<file path="config.mk">
export PLATFORM = sky130hd
export DESIGN_NAME = hb_pwm_seq
export DESIGN_NICKNAME = d
export VERILOG_FILES = /design/src/rtl/hb_pwm_seq.sv
export SDC_FILE = /design/constraint.sdc
export NUM_CORES = 1
export LEC_CHECK = 0
export BUFFER_PORTS_ARGS = -buffer_cell sky130_fd_sc_hd__buf_2
export CAP_MARGIN = 10
export CORE_MARGIN = 4
export CORE_UTILIZATION = 45
export CTS_CLUSTER_DIAMETER = 150
export DETAILED_ROUTE_END_ITERATION = 7
export PLACE_DENSITY = 0.74
export SETUP_SLACK_MARGIN = 0.3
export SLEW_MARGIN = 20
export SYNTH_ARGS = -nofsm -noshare
export SYNTH_HDL_FRONTEND = slang
export SYNTH_SLANG_ARGS = --single-unit
export TNS_END_PERCENT = 50
</file>
<file path="constraint.sdc">
create_clock -name clk -period 3.3 [get_ports clk]
set_input_delay 0.33 -clock clk [delete_from_list [all_inputs] [get_ports clk]]
set_output_delay 0.33 -clock clk [all_outputs]
set_load 0.03 [all_outputs]
</file>
<file path="src/rtl/hb_pwm_seq.sv">
module hb_pwm_seq #(
  parameter int DT_W             = 8,
  parameter int DT_MIN_CYC       = 33,
  parameter int BLANK_CYC        = 20,
  parameter int PRECHARGE_PULSES = 10
) (
  input  logic            clk,
  input  logic            rst_n,
  input  logic            enable,
  input  logic            osc_pulse,
  input  logic            burst_resume,
  input  logic            pwm_trip,
  input  logic            ilim_trip,
  input  logic [DT_W-1:0] dead_cycles,
  output logic            hs_gate,
  output logic            ls_gate
);
  localparam int BW = $clog2(BLANK_CYC + 1);
  localparam int PW = $clog2(PRECHARGE_PULSES + 1);

  typedef enum logic [2:0] {S_IDLE, S_PRE, S_LS, S_DT_LH, S_HS, S_DT_HL} st_t;

  st_t             st;
  logic [DT_W-1:0] dt_cnt;
  logic [BW-1:0]   blk_cnt;
  logic [PW-1:0]   pre_cnt;
  logic [PW-1:0]   pre_goal;
  logic            odd_next;

  logic [DT_W-1:0] dt_eff;
  logic            trip_ok;
  logic            even_pls;
  logic            odd_pls;

  assign dt_eff   = (dead_cycles < DT_W'(DT_MIN_CYC)) ? DT_W'(DT_MIN_CYC) : dead_cycles;
  assign trip_ok  = (blk_cnt == '0) && (pwm_trip || ilim_trip);
  assign even_pls = osc_pulse && !odd_next;
  assign odd_pls  = osc_pulse && odd_next;

  assign hs_gate = (st == S_HS);
  assign ls_gate = (st == S_LS) || (st == S_PRE);

  always_ff @(posedge clk or negedge rst_n) begin
    if (!rst_n) begin
      st       <= S_IDLE;
      dt_cnt   <= '0;
      blk_cnt  <= '0;
      pre_cnt  <= '0;
      pre_goal <= '0;
      odd_next <= 1'b0;
    end else if (!enable) begin
      st       <= S_IDLE;
      dt_cnt   <= '0;
      blk_cnt  <= '0;
      pre_cnt  <= '0;
      odd_next <= 1'b0;
    end else begin
      if (osc_pulse && st != S_IDLE && st != S_PRE)
        odd_next <= ~odd_next;
      case (st)
        S_IDLE: begin
          if (osc_pulse) begin
            st       <= S_PRE;
            pre_cnt  <= '0;
            pre_goal <= burst_resume ? PW'(1) : PW'(PRECHARGE_PULSES);
          end
        end
        S_PRE: begin
          if (osc_pulse) begin
            if (pre_cnt + PW'(1) == pre_goal) begin
              st       <= S_DT_LH;
              dt_cnt   <= dt_eff - DT_W'(1);
              odd_next <= 1'b1;
            end else begin
              pre_cnt <= pre_cnt + PW'(1);
            end
          end
        end
        S_LS: begin
          if (even_pls) begin
            st     <= S_DT_LH;
            dt_cnt <= dt_eff - DT_W'(1);
          end
        end
        S_DT_LH: begin
          if (odd_pls) begin
            st     <= S_DT_HL;
            dt_cnt <= dt_eff - DT_W'(1);
          end else if (dt_cnt == '0) begin
            st      <= S_HS;
            blk_cnt <= BW'(BLANK_CYC);
          end else begin
            dt_cnt <= dt_cnt - DT_W'(1);
          end
        end
        S_HS: begin
          if (odd_pls || trip_ok) begin
            st     <= S_DT_HL;
            dt_cnt <= dt_eff - DT_W'(1);
          end else if (blk_cnt != '0) begin
            blk_cnt <= blk_cnt - BW'(1);
          end
        end
        S_DT_HL: begin
          if (dt_cnt == '0) st <= S_LS;
          else              dt_cnt <= dt_cnt - DT_W'(1);
        end
        default: st <= S_IDLE;
      endcase
    end
  end
endmodule

</file>
# Word-level counts from Yosys, hierarchy flattened
# Cells that the tools add are included.
word_totals:
  word_cells: 89
  input_bits: 15
  ff_bits: 25
  output_inout_bits: 2
op_classes:
  reduce_logical: 19
  n_lt_le_gt_ge: 1
  eq_ne: 22
  n_addsub: 4
  bitwise_logic: 1
  mux: 36
ops:
  columns: ["cell", "n"]
  rows:
  - ["2-to-1 mux 8 bit", 8]
  - ["one-hot mux 8 bit (5 select lines)", 1]
  - ["2-to-1 mux 3 bit", 9]
  - ["2-to-1 mux 5 bit", 5]
  - ["!= test 3 bit, second input constant", 8]
  - ["2-to-1 mux 4 bit", 5]
  - ["one-hot mux 3 bit (6 select lines)", 1]
  - ["subtractor 8 x 1 -> 8 bit, second input constant", 2]
  - ["one-hot mux 5 bit (2 select lines)", 1]
  - ["AND reduction 5 bit", 2]
  - ["!= test 3 x 1 -> 1 bit, second input constant", 3]
  - ["!= test 3 x 2 -> 1 bit, second input constant", 3]
  - ["logical NOT 8 bit", 1]
  - ["< comparator 8 x 6 -> 1 bit, second input constant", 1]
  - ["one-hot mux 4 bit (2 select lines)", 1]
  - ["AND reduction 7 bit", 1]
  - ["== test 3 x 2 -> 1 bit, second input constant", 2]
  - ["== test 3 bit, second input constant", 2]
  - ["!= test 6 x 1 -> 1 bit, second input constant", 1]
  - ["logical AND 1 bit", 5]
  - ["logical NOT 5 bit", 1]
  - ["2-to-1 mux 1 bit", 5]
  - ["nonzero test 5 bit", 1]
  - ["subtractor 5 x 1 -> 5 bit, second input constant", 1]
  - ["11 further kinds", 13]

# Depth between registers and ports, before layout
logic_depth:
  depth_word: 8
  ltp_mapped: 10
  depth_no_buf: 10

# Worst setup path before layout
# OpenSTA, ideal clock, no wires.
synth_path:
  kind: "register -> register"
  from: "register dt_cnt[0]"
  to: "register st[2]"
  path_stages_with_launch: 11
  setup_time_ns: 0.122
  arrival_ns: 2.310
  path_slack_ns: 0.869
  required_time_ns: 3.178
  n_path_buf: 2
  path_cell_list: "dfrtp_1 inv_1 ha_1 or4b_4 or4_1 buf_2 and3_2 buf_6 o21ai_0 nand2_1 a32o_1"
synth_via:
  elab_chain_cells: 3
  word_cells_on_any_way: 4
  classes_between: "eq/ne (2); reduce/logical (2)"
synth_lines:
  columns: ["element", "line", "source"]
  rows:
  - ["start, declared", "24", "logic [DT_W-1:0] dt_cnt;"]
  - ["start signal, assigned", "72", "dt_cnt <= dt_eff - DT_W'(1);"]
  - ["start signal, assigned", "82", "dt_cnt <= dt_eff - DT_W'(1);"]
  - ["start signal, assigned", "88", "dt_cnt <= dt_eff - DT_W'(1);"]
  - ["logical NOT 8 bit *", "89, 105", null]
  - ["!= test 4 bit (no line) or != test 3 bit (tied branches)", null, null]
  - ["AND reduction 7 bit (no line) *", null, null]
  - ["end signal, assigned", "90", "st <= S_HS;"]
  - ["end signal, assigned", "105", "if (dt_cnt == '0) st <= S_LS;"]
  - ["end signal, assigned", "108", "default: st <= S_IDLE;"]
  - ["end, declared", "23", "st_t st;"]
# Mark *: on every way between the ends. The rest lies on a longest branch, timed or not.
# A chain may end at the register's enable or synchronous reset.

# Worst setup path after layout
layout_path:
  from: "register dt_cnt[0]"
  to: "register st[0]"
# The elaborated chain is that of the path after synthesis.

==> metrics.md <==
| Metric | Value |
|---|---|
| Status | finished clean |
| Setup TNS | 0 ns |
| Crit path largest cell delay | 0.56 ns |
| Dpl cell area | 1918 um2 |
| Cell repeated most along the worst path | a31oi_1 |
| Crit-path max FO | 9 |
| Number of CTS-inserted buffers | 3 |
| Sequential share of the synthesized area | 31.31% |
| Setup bufs post-CTS | 0 |
| Fill count | 376 |
| Worst-margin pin slew | 0.7323 ns |
| Synth area leaders | dfrtp_1, nand2_1, a21oi_1, ha_1, nor2_1 |
| Area of the core | 3799 um2 |
| Non-Filler Cell Area, Final | 1963 um2 |
| CTS tree | done |
| Cell variety after synth | 54 |
| Vias | 1687 |
| Max IR drop VDD | 420.2 uV |
| Top-count cell post-synth | nand2_1 |
| Remaining DRCs | 0 |
| GRT Util Overall | 15.45% |
| Synthesized area | 1838 um2 |
| Worst relative slew slack | 50.73% |
| Detail Route Antenna Nets | 0 |
| Critical path startpoint category | flip-flop |
| Max cap viols | 0 |
| DIE WIDTH | 71.91 um |
| Post-Place Cells | 279 |
| Leakage | 0.0008105 uW |
| Pwr/cell area | 828.9 nW/um2 |
| Max frequency | 384.2 MHz |
| Synthesized flop and latch total | 23 |
| Yosys Warn Count | 0 |
| # setup viols final | 0 |
| Cells resized by post-CTS repair | 0 |
| Worst endpoint required time | 3.48 ns |
| Met1 Resource Use GR | 22.82% |
| Grt ovf | 0 |
| Synthesis-to-finish area growth | 6.807% |
| Most Crowded Layer GR | met2 |
| Largest net degree at the start of global routing | 24 |
| Util after Layout | 51.68% |
| Clk_lat worst skew | 0.26 ns |
| CTS Sinks | 23 |
| Syn_nets | 247 |
| Initial antenna violation count | 0 |
| Post-Syn Instances | 226 |
| Reg clk slew, reported paths | 0.08 ns |
| Detailed Route Iter0 Violations | 112 |
| Final Hold Vio Count | 0 |
| Yosys top cell by area | dfrtp_1 |
| DP HPWL | 2893 um |
| First-pass GRT wire length | 6796 um |
| Max Buffers Root-to-Sink | 2 |
| # rows | 22 |
| Die H | 71.91 um |
| Asr flop ratio synth | 100.0% |
| Slew Viols, Final | 0 |
| Pre-Repair DR Iteration Count | 5 |
| GR Util met2 | 24.90% |
| Full die area | 5171 um2 |
| Routed vias/inst | 5.961 |
| WHS | 0.03644 ns |
| Final Cycle Share | 78.86% |
| Top FF cell, synth | dfrtp_1 |
| Share of cells above drive strength 1 | 13.62% |
| # hold bufs at CTS | 0 |
| Root Buffer | clkbuf_8 |
| Most frequent cells after synthesis | nand2_1, dfrtp_1, a21oi_1, nor2_1, o21ai_0 |
| Crit Path Category | flip-flop to flip-flop |
| Worst clock skew | 0.003753 ns |
| Min-Delay Path Class | input port to async pin |
| Worst EP arrival | 2.79 ns |
| CP Cell Sequence | inv_1 > ha_1 > or4b_4 > or4_1 > and3_2 > a21oi_2 > a31oi_1 > a31oi_1 |
| Post-synth top area share | 31.31% |
| Nets | 257 |
| Post-synth EDFFs | 0 |
| I/O pin count | 17 |
| Overall routed net length | 3972 um |
| Vias in the first global route | 1507 |
| Crit path max-delay cell type | or4_1 |
| Routed WL per cell | 14.04 um |
| Grt met3 use | 1.385% |
| GP Congestion | 0.8530 |
| RSZ-0062 raised after global routing | false |
| Syn avg cell area | 8.133 um2 |
| Ant. Diodes | 0 |
| Crit path time final | 2.602 ns |
| # H-tree levels | 1 |
| Initial core utilization | 48.39% |
| PortBufs | 16 |
| Crit. End Element | flip-flop |
| Cell Count, Final, Fillers Out | 283 |
## layout by cell type, fill, tap and decap left out, types with 5 or more instances in the layout
cell	count
nand2_1	26
dfrtp_1	23
a21oi_1	18
nor2_1	17
buf_2	16
o21ai_0	12
nor3_1	9
inv_1	9
o2bb2ai_1	7
nand3_1	6
ha_1	6
xnor2_1	5
nor2b_1	5
a31oi_1	5
o211ai_1	5
## stage by stage
step,setup WS (ns),power [uW]
after floorplan,0.8688,1276
after global placement,0.7593,1441
after detailed placement,0.6994,1450
after CTS,0.7062,1632
after global routing,0.4839,1789
final,0.6975,1627
## worst paths after layout
path | from | cells past startpoint | to | slack [ns]
min | rst_n | 1 | blk_cnt[4]$_DFFE_PN0P_ | 0.04
min reg2reg | dt_cnt[1]$_DFFE_PN0P_ | 1 | dt_cnt[1]$_DFFE_PN0P_ | 0.53
max reg2reg | dt_cnt[0]$_DFFE_PN0P_ | 8 | st[0]$_DFFE_PN0P_ | 0.70
max | dt_cnt[0]$_DFFE_PN0P_ | 8 | st[0]$_DFFE_PN0P_ | 0.70
max in group asynchronous | rst_n | 1 | pre_cnt[2]$_DFFE_PN0P_ | 2.90
min in group clk | burst_resume | 2 | pre_goal[1]$_DFFE_PN0P_ | 0.27
## metal layers
layer / vias to the layer above / share of wire (%) / wire length [um]
li1: 861 / - / -
met1: 797 / 50 / 2001
met2: 27 / 47 / 1859
met3: 2 / 2.6 / 102
met4: 0 / 0.20 / 8
met5: - / 0 / 0
## worst max-delay path: cells and delay by family (launching register included)
kind	cells	cell delay [ns]
simple gates	3	1.39
fa+ha+maj	1	0.15
flops	1	0.41
compound gates	3	0.48
buf+inv	1	0.10
## cells by family after synthesis
| family | count (synthesis) | share of synthesized area [%] |
|---|---|---|
| DFF | 23 | 31.31 |
| and+or+nand+nor | 95 | 28.25 |
| xor gates and xnor gates | 6 | 2.859 |
| buffers and inverters | 21 | 5.514 |
| muxes | 3 | 1.702 |
| AOI/OAI and AO/OA | 72 | 26.28 |
| adders and majority gates | 6 | 4.084 |
## layout make-up
class | count | area, um2 | share of cell area (%)
multi-input cells | 182 | 1161 | 59.15
flip-flops and latches | 23 | 575.6 | 29.32
repair buffers | 17 | 87.58 | 4.461
well taps | 48 | 60.06 | 3.059
clock buffers | 4 | 45.04 | 2.294
inverters | 9 | 33.78 | 1.721
## power breakdown
group,switching (uW),total [uW],internal [uW]
clock,87.6,174,86.0
sequential,156,536,380
combinational,524,918,394
total,767,1630,860
## flip-flops by register name, indices dropped and copies added, names as in the netlist
signal / count
blk_cnt: 5
odd_next: 1
dt_cnt: 8
st: 3
pre_goal: 2
pre_cnt: 4
(Power assumes the default switching activity.)
